File: src/rtl/phase_wavegen.sv
module phase_wavegen #(
  parameter int CNT_W       = 8,
  parameter int RISE_N      = 4,
  parameter int FALL_N      = 3,
  parameter int RISE_SET_AT = 1,
  parameter int FALL_CLR_AT = 251
) (
  input  logic              clk,
  input  logic              rst,
  input  logic              en,
  output logic [RISE_N-1:0] rise_o,
  output logic [FALL_N-1:0] fall_o,
  output logic [CNT_W-1:0]  count_o
);

  localparam logic [CNT_W-1:0] LAST    = '1;
  localparam logic [CNT_W-1:0] ONE     = CNT_W'(1);
  localparam logic [CNT_W-1:0] SET_PT  = CNT_W'(RISE_SET_AT);
  localparam logic [CNT_W-1:0] CLR_PT  = CNT_W'(FALL_CLR_AT);

  logic [CNT_W-1:0]  cnt_q;
  logic [RISE_N-1:0] rise_q, rise_j;
  logic [FALL_N-1:0] fall_q, fall_k;
  logic              wrap;

  assign wrap = (cnt_q == LAST);

  // set inputs: only the last rise bit decodes the counter, the rest chain
  assign rise_j[RISE_N-1] = (cnt_q == SET_PT);
  // clear inputs: only the first fall bit decodes the counter, the rest chain
  assign fall_k[0] = (cnt_q == CLR_PT);

  generate
    for (genvar i = 0; i < RISE_N-1; i++) begin : g_rise_chain
      assign rise_j[i] = rise_q[i+1];
    end
    for (genvar j = 1; j < FALL_N; j++) begin : g_fall_chain
      assign fall_k[j] = ~fall_q[j-1];
    end
  endgenerate

  always_ff @(posedge clk) begin
    if (rst) begin
      cnt_q  <= '0;
      rise_q <= '0;
      fall_q <= '1;
    end else if (en) begin
      cnt_q <= cnt_q + ONE;
      for (int i = 0; i < RISE_N; i++) begin
        if (wrap)           rise_q[i] <= 1'b0;
        else if (rise_j[i]) rise_q[i] <= 1'b1;
      end
      for (int j = 0; j < FALL_N; j++) begin
        if (wrap)           fall_q[j] <= 1'b1;
        else if (fall_k[j]) fall_q[j] <= 1'b0;
      end
    end
  end

  assign rise_o  = rise_q;
  assign fall_o  = fall_q;
  assign count_o = cnt_q;

  a_r1_count_step: assert property (@(posedge clk) disable iff (rst)
    en |=> cnt_q == $past(cnt_q) + ONE);

  a_r7_hold: assert property (@(posedge clk) disable iff (rst)
    !en |=> $stable(cnt_q) && $stable(rise_q) && $stable(fall_q));

  a_r3_rise_order: assert property (@(posedge clk) disable iff (rst)
    (rise_q & ~{1'b1, rise_q[RISE_N-1:1]}) == '0);

  a_r5_fall_order: assert property (@(posedge clk) disable iff (rst)
    (fall_q & ~{1'b1, fall_q[FALL_N-1:1]}) == '0);

  a_r3_first_rise: assert property (@(posedge clk) disable iff (rst)
    $rose(rise_q[RISE_N-1]) |-> cnt_q == SET_PT + ONE);

  a_r5_first_fall: assert property (@(posedge clk) disable iff (rst)
    $fell(fall_q[0]) |-> cnt_q == CLR_PT + ONE);

  a_r4_r6_period_start: assert property (@(posedge clk) disable iff (rst)
    cnt_q == '0 |-> rise_q == '0 && fall_q == '1);

endmodule

File: config.mk
export PLATFORM = sky130hd
export DESIGN_NAME = phase_wavegen
export DESIGN_NICKNAME = d
export VERILOG_FILES = /design/src/rtl/phase_wavegen.sv
export SDC_FILE = /design/constraint.sdc
export NUM_CORES = 1
export LEC_CHECK = 0
export BUFFER_PORTS_ARGS = -buffer_cell sky130_fd_sc_hd__buf_4
export CAP_MARGIN = 20
export CORE_AREA = 10 10 48 50
export DETAILED_ROUTE_END_ITERATION = 7
export DIE_AREA = 0 0 58 60
export HOLD_SLACK_MARGIN = 0.06
export PLACE_DENSITY = 0.69
export SETUP_SLACK_MARGIN = 0.02
export SKIP_CTS_REPAIR_TIMING = 1
export SLEW_MARGIN = 20
export SYNTH_ARGS = -nofsm -noshare
export SYNTH_HDL_FRONTEND = slang
export SYNTH_SLANG_ARGS = --single-unit
export TNS_END_PERCENT = 20
File: constraint.sdc
create_clock -name clk -period 1.45 [get_ports clk]
set_input_delay 0.145 -clock clk [delete_from_list [all_inputs] [get_ports clk]]
set_output_delay 0.145 -clock clk [all_outputs]
set_load 0.01 [all_outputs]
---- Word level (Yosys, flattened, before mapping) ----
Index checks and enable logic that the tools add are counted.
W data, S select, Z words.
operators by class
  $add $sub $neg .......................... 1
  equal/unequal tests ..................... 5
  multiplexer cells ....................... 14
  reductions and logical operators ........ 12
operators by type and width
  operator               count
  $eq A8 B8 Y1 const B   2
  $mux W1                14
  $reduce_and A2 Y1      7
  $reduce_bool A2 Y1     5
  $add A8 B1 Y8 const B  1
  $eq A8 B1 Y1 const B   1
  $ne A2 B1 Y1 const B   2
storage, ports and cells
  register bits after elaboration ......... 15
  bits of input ports ..................... 3
  output and inout bits ................... 15
  logic and storage cells ................. 40

---- Logic depth before layout (Yosys ltp) ----
Gate-level depths: netlist of the first run.
  depth in word-level cells ............... 3
  mapped depth ............................ 5
  depth with buffers taken out ............ 5

---- Worst setup path after synthesis of the first run ----
OpenSTA, ideal clock, no wires.
  path type ............................... reg-to-reg
  start point ............................. register cnt_q[0], in the netlist count_o[0]
  end point ............................... register cnt_q[6], in the netlist count_o[6]
  setup time .............................. 0.121 ns
  data arrival time ....................... 1.237 ns
  required time ........................... 1.329 ns
  slack ................................... 0.093 ns
  stages on the path, launching flop included .. 5
  path buffers ............................ 0
  clock period less this slack ............ 1.357 ns
  cells stage by stage .................... dfxtp_1 -> ha_1 -> and3_1 -> nand4_1 -> mux2_2
between the ends
  word-level cells in the longest chain between the ends .. 1
ends and longest elaborated chain
  what                      line  source
  start: declaration        21    logic [CNT_W-1:0] cnt_q;
  start signal: assignment  48    cnt_q <= cnt_q + ONE;
  $add A8 B1 Y8             48
No other way between the ends.
A chain may end at the register's enable or synchronous reset.

---- Worst setup path in the final report of the first run ----
Ends and elaborated chain as after synthesis.

==> flow_summary.toml, run 1 <==
[sta]
fin_hold_ws_ns = 0.107
tns_ns = 0
fin_crit_sh_pct = 90.4
max_freq_ghz = 0.763
worstMarginPinSlew_ns = 0.251
setup_slack_ns = 0.139
setup_violations = 0
final.setup_skew_ns = 0.00668
hold_viol = 0
timing.final.crit_period_ns = 1.31
slew_violations = 0
slew_headroom_pct = 83.0
rsz0062_at_grt = "false"

[cells_and_area]
antennaDiodeCount = 0
finish.utilization_pct = 55.0
area_delta_synth_final_pct = 29.6
drive_gt1_share_pct = 28.4
n_fill_cell = 151
nets = 94
instances_no_fill = 104

[setup_path]
cp_max_fo = 4
arrival_ns = 1.48
endpoint_kind = "flop"
critPathRequiredTime_ns = 1.62
reg2reg_slack_ns = 0.14
r2r-end = "count_o[6]$_SDFFE_PP0P_"
r2r_cells = 4
cp-start-kind = "flop"
criticalPathCategory = "flop to flop"
timing.rr.start = "count_o[0]$_SDFFE_PP0P_"

[place]
numPortBuffers = 17
dpl_worst_slack_ns = 0.164
dp_cells = 100
gp_congestion = 0.699
hpwl_um = 1050

[yosys]
syn_area_um2 = 609
yosysSeqAreaShare_pct = 49.3
async_flop_share_pct = 0
synth_nets = 72
syn_avg_cell_area_um2 = 9.09
synth.distinct_cells = 23
yosys_register_bits = 15
syn_inst = 67
synthFlopType = "dfxtp_1"
yosys_warnings = 0
synth_edf_count = 0

[floorplanning]
fp.dieW_um = 58
die_area_um2 = 3480
placementRows = 14
die_y_um = 60
start_util_pct = 42.4
core_um2 = 1440
boundaryPins = 18

[clocking]
cts_tree = "built"
cts_made_buffers = 3
cts_htree_levels = 1
worstSkewPairLatency_ns = 0.28
cts_root_buf = "clkbuf_4"
clockBufferDepth = 2
clock_sinks = 15
path_clk_slew_ns = 0.09

[grt]
grt_pass1_vias = 485
grt_max_degree = 14
track_usage_pct = 8.02
overflow = 0
antenna_found_initial = 0
grt_pass1_wl_um = 2200

[outcome]
outcome = "finished clean"

[hold_path]
holdPathStages = 2
hp-start = "rst"
whs_endpoint = "count_o[5]$_SDFFE_PP0P_"
holdCritPathClass = "primary input to flop"

[power_and_ir_drop]
switching_share_pct = 23.9
power.share.clock_pct = 31.6
powerDensity_nw_per_um2 = 947
power.internal_w = 0.000568
p_sw_w = 0.000179
seqPwrFrac_pct = 57.5
ir_worst_vdd_v = 0.000529
pwr-share-comb_pct = 10.8
p_leak_nw = 0.345

[route]
wl_um = 1370
via_count = 538
drc_errors = 0
first_iter_violations = 8
routedWlPerCell_um = 13.2
first_pass_iters = 2
antenna_left = 0
vias_per_cell = 5.17

[run]
cap_violations = 0
==> cell usage in the layout, fill, tap and decap left out, types with 3 or more instances in the layout <==
cell       n
xor2_1     3
a21oi_1    6
nor2_1    10
clkbuf_4   3
nand4_1    3
o21ai_0    5
dfxtp_1   15
nand2_1    5
buf_4     19
==> logic make-up after synthesis <==
| family | after synthesis | share of synthesized area [%] |
|---|---|---|
| AOI/OAI and AO/OA | 14 | 12.7 |
| xor gates and xnor gates | 4 | 5.75 |
| adders and majority gates | 2 | 4.11 |
| buffers and inverters | 4 | 2.67 |
| DFF | 15 | 49.3 |
| muxes | 1 | 1.85 |
| and+or+nand+nor | 27 | 23.6 |
==> metal layers <==
metal	GRT usage, %	part of all wire [%]	vias to the layer above
li1	-	-	278
met1	8.74	44	246
met2	12.6	47	10
met3	3.39	6.6	4
met4	5.03	1.7	0
met5	0	0	-
==> power groups by stage <==
stage | logic (W) | clock network (W) | registers (W)
6_report | 0.0000809 | 0.000237 | 0.000430
5_1_grt | 0.0000925 | 0.000263 | 0.000432
4_1_cts | 0.0000824 | 0.000241 | 0.000430
3_5_place_dp | 0.0000814 | 0 | 0.000440
3_3_place_gp | 0.0000796 | 0 | 0.000439
2_1_floorplan | 0.0000341 | 0 | 0.000449
==> critical path, stage by stage (launching register included) <==
cell and delay, ns:
dfxtp_1 0.32, ha_1 0.24, and3_1 0.22, nand4_1 0.10, mux2_2 0.33
==> through the flow <==
stage / cell area (um^2) / power, W
finish: 790 / 0.000747
global route: 790 / 0.000787
floorplan: 609 / 0.000483
detailed placement: 763 / 0.000521
global placement: 763 / 0.000519
CTS: 790 / 0.000753
==> cell usage after synthesis (all sizes together) (2+ instances only) <==
master   n  area [um^2]
inv      2         7.51
nor4b    2         17.5
a21oi    6         30.0
nor2    10         37.5
or3      2         12.5
nand2    5         18.8
ha       2         25.0
o21ai    5         25.0
xor2     3         26.3
dfxtp   15          300
nand4    4         31.3
==> worst max-delay path by stage <==
stage | from | endpoint | slack (ns) | depth (start not counted)
CTS | count_o[0]$_SDFFE_PP0P_ | count_o[6]$_SDFFE_PP0P_ | 0.14 | 4
floorplan | count_o[0]$_SDFFE_PP0P_ | count_o[6]$_SDFFE_PP0P_ | 0.09 | 4
finish | count_o[0]$_SDFFE_PP0P_ | count_o[6]$_SDFFE_PP0P_ | 0.14 | 4
detailed placement | count_o[0]$_SDFFE_PP0P_ | count_o[6]$_SDFFE_PP0P_ | 0.16 | 4
global placement | count_o[0]$_SDFFE_PP0P_ | count_o[6]$_SDFFE_PP0P_ | 0.19 | 4
global route | count_o[0]$_SDFFE_PP0P_ | count_o[6]$_SDFFE_PP0P_ | 0.08 | 4
==> area by class of cell <==
cell class                      count  area, um^2  area share (%)
Sequential cell                    15         300            38.0
Multi-Input combinational cell     48         293            37.1
Timing Repair Buffer               19         143            18.1
Clock buffer                        4        26.3            3.33
Tap cell                           16        20.0            2.54
Inverter                            2        7.51           0.951
==> flip-flops by register name (all words and copies together) (netlist names) <==
register	flops
rise_o	4
fall_o	3
count_o	8
Note: power is estimated with default switching activity, not from simulation.
==> run 2, diff against run 1 <==
--- a/config.mk
+++ b/config.mk
@@ -7,11 +7,12 @@
 export LEC_CHECK = 0
 export BUFFER_PORTS_ARGS = -buffer_cell sky130_fd_sc_hd__buf_4
 export CAP_MARGIN = 20
-export CORE_AREA = 10 10 48 50
+export CORE_AREA = 10 10 47 49
+export CTS_BUF_LIST = sky130_fd_sc_hd__clkbuf_2 sky130_fd_sc_hd__clkbuf_4 sky130_fd_sc_hd__clkbuf_8
 export DETAILED_ROUTE_END_ITERATION = 7
-export DIE_AREA = 0 0 58 60
+export DIE_AREA = 0 0 57 59
 export HOLD_SLACK_MARGIN = 0.06
-export PLACE_DENSITY = 0.69
+export PLACE_DENSITY = 0.73
 export SETUP_SLACK_MARGIN = 0.02
 export SKIP_CTS_REPAIR_TIMING = 1
 export SLEW_MARGIN = 20
==> run 2 against run 1 <==
Compared with the run above:
- die area down 3.4%
- sequential share of layout area down 0.18 points
- total power grew 1.9%
- count of clock-buffer cells in the layout unchanged
- flip-flop and latch count stayed put
- first-iteration DRC count is 110% higher
- setup slack worse by 0.0050 ns
- critical path depth unchanged
- core utilization grew 1.6 points
- critical endpoint unchanged
==> flow_summary.toml, run 2 (synthesis gave the netlist of run 1 again) <==
[outcome]
outcome = "finished clean"

[power_and_ir_drop]
power.total_w = 0.000761
ir_worst_vdd_v = 0.000549
powerDensity_nw_per_um2 = 960
p_leak_nw = 0.349

[setup_path]
r2r-end = "count_o[6]$_SDFFE_PP0P_"
cp-start-kind = "flop"
r2r_cells = 4
timing.rr.start = "count_o[0]$_SDFFE_PP0P_"
critPathRequiredTime_ns = 1.62
arrival_ns = 1.49
cp_max_fo = 4
reg2reg_slack_ns = 0.13
endpoint_kind = "flop"
criticalPathCategory = "flop to flop"

[route]
first_iter_violations = 17
wl_um = 1460
vias_per_cell = 5.34
antenna_left = 0
via_count = 555
routedWlPerCell_um = 14.0
drc_errors = 0
first_pass_iters = 4

[cells_and_area]
final_cell_mix = "buf_4, dfxtp_1, nor2_1"
area_delta_synth_final_pct = 30.2
multi_input_area_um2 = 293
final_common_cell = "buf_4"
antennaDiodeCount = 0
drive_gt1_share_pct = 29.5
largest_reg_flops = 8
finish.utilization_pct = 56.6
n_fill_cell = 130
nets = 94
regArea_um2 = 300
stdcell_area_um2 = 793

[clocking]
worstSkewPairLatency_ns = 0.27
cts_htree_levels = 1
clock_sinks = 15
cts_made_buffers = 3
cts_tree = "built"
path_clk_slew_ns = 0.09
clockBufferDepth = 2
cts_root_buf = "clkbuf_4"

[floorplanning]
die_area_um2 = 3360
boundaryPins = 18
core_um2 = 1400
fp.dieW_um = 57
die_y_um = 59
placementRows = 14
start_util_pct = 43.5

[sta]
worstMarginPinSlew_ns = 0.297
fin_crit_sh_pct = 90.8
tns_ns = 0
slew_headroom_pct = 80.2
setup_slack_ns = 0.134
rsz0062_at_grt = "false"
hold_viol = 0
setup_violations = 0
slew_violations = 0
final.setup_skew_ns = 0.00340
timing.final.crit_period_ns = 1.32
max_freq_ghz = 0.760

[place]
gp_congestion = 0.741
dpl_worst_slack_ns = 0.153
place_area_um2 = 763
numPortBuffers = 17
hpwl_um = 1050

[hold_path]
hp-start = "rst"
whs_endpoint = "count_o[5]$_SDFFE_PP0P_"
holdCritPathClass = "primary input to flop"
holdPathStages = 2

[grt]
grt_pass1_vias = 540
grt_pass1_wl_um = 2410
overflow = 0
track_usage_pct = 8.66
antenna_found_initial = 0
grt_max_degree = 14

[run]
cap_violations = 0
run 2: cell counts in the layout (fill, tap and decap cells not counted):
No cell type changed its count.
run 2: per-stage QoR:
step,hold slack (ns),cells
after floorplan,0.382,67
after global placement,0.401,100
after detailed placement,0.403,100
after CTS,0.102,104
after global routing,0.116,104
final,0.113,104
run 2: worst max path at each step:
| stage | to | slack (ns) | start |
|---|---|---|---|
| after global placement | count_o[6]$_SDFFE_PP0P_ | 0.19 | count_o[0]$_SDFFE_PP0P_ |
| after global routing | count_o[6]$_SDFFE_PP0P_ | 0.08 | count_o[0]$_SDFFE_PP0P_ |
| after detailed placement | count_o[6]$_SDFFE_PP0P_ | 0.15 | count_o[0]$_SDFFE_PP0P_ |
| after CTS | count_o[6]$_SDFFE_PP0P_ | 0.14 | count_o[0]$_SDFFE_PP0P_ |
| after floorplan | count_o[6]$_SDFFE_PP0P_ | 0.09 | count_o[0]$_SDFFE_PP0P_ |
| final | count_o[6]$_SDFFE_PP0P_ | 0.13 | count_o[0]$_SDFFE_PP0P_ |
run 2: power by group:
group          internal (W)  switching [W]
Clock              0.000125       0.000124
Sequential         0.000422     0.00000736
Combinational     0.0000397      0.0000424
Total              0.000587       0.000174
run 2: layout make-up:
cell class | instances | area share [%]
Sequential cell | 15 | 37.9
Multi-Input combinational cell | 48 | 36.9
Timing Repair Buffer | 19 | 18.0
Clock buffer | 4 | 3.79
Tap cell | 16 | 2.52
Inverter | 2 | 0.946
run 2: worst max-delay path, stage by stage, from the launching register on:
cell	delay (ns)
dfxtp_1	0.32
ha_1	0.23
and3_1	0.22
nand4_1	0.10
mux2_2	0.34
run 2: metal layers:
metal | wire [um] | GRT usage [%]
met3 | 140 | 3.43
met4 | 0 | 4.03
met5 | 0 | 0
met2 | 728 | 14.9
met1 | 589 | 9.08
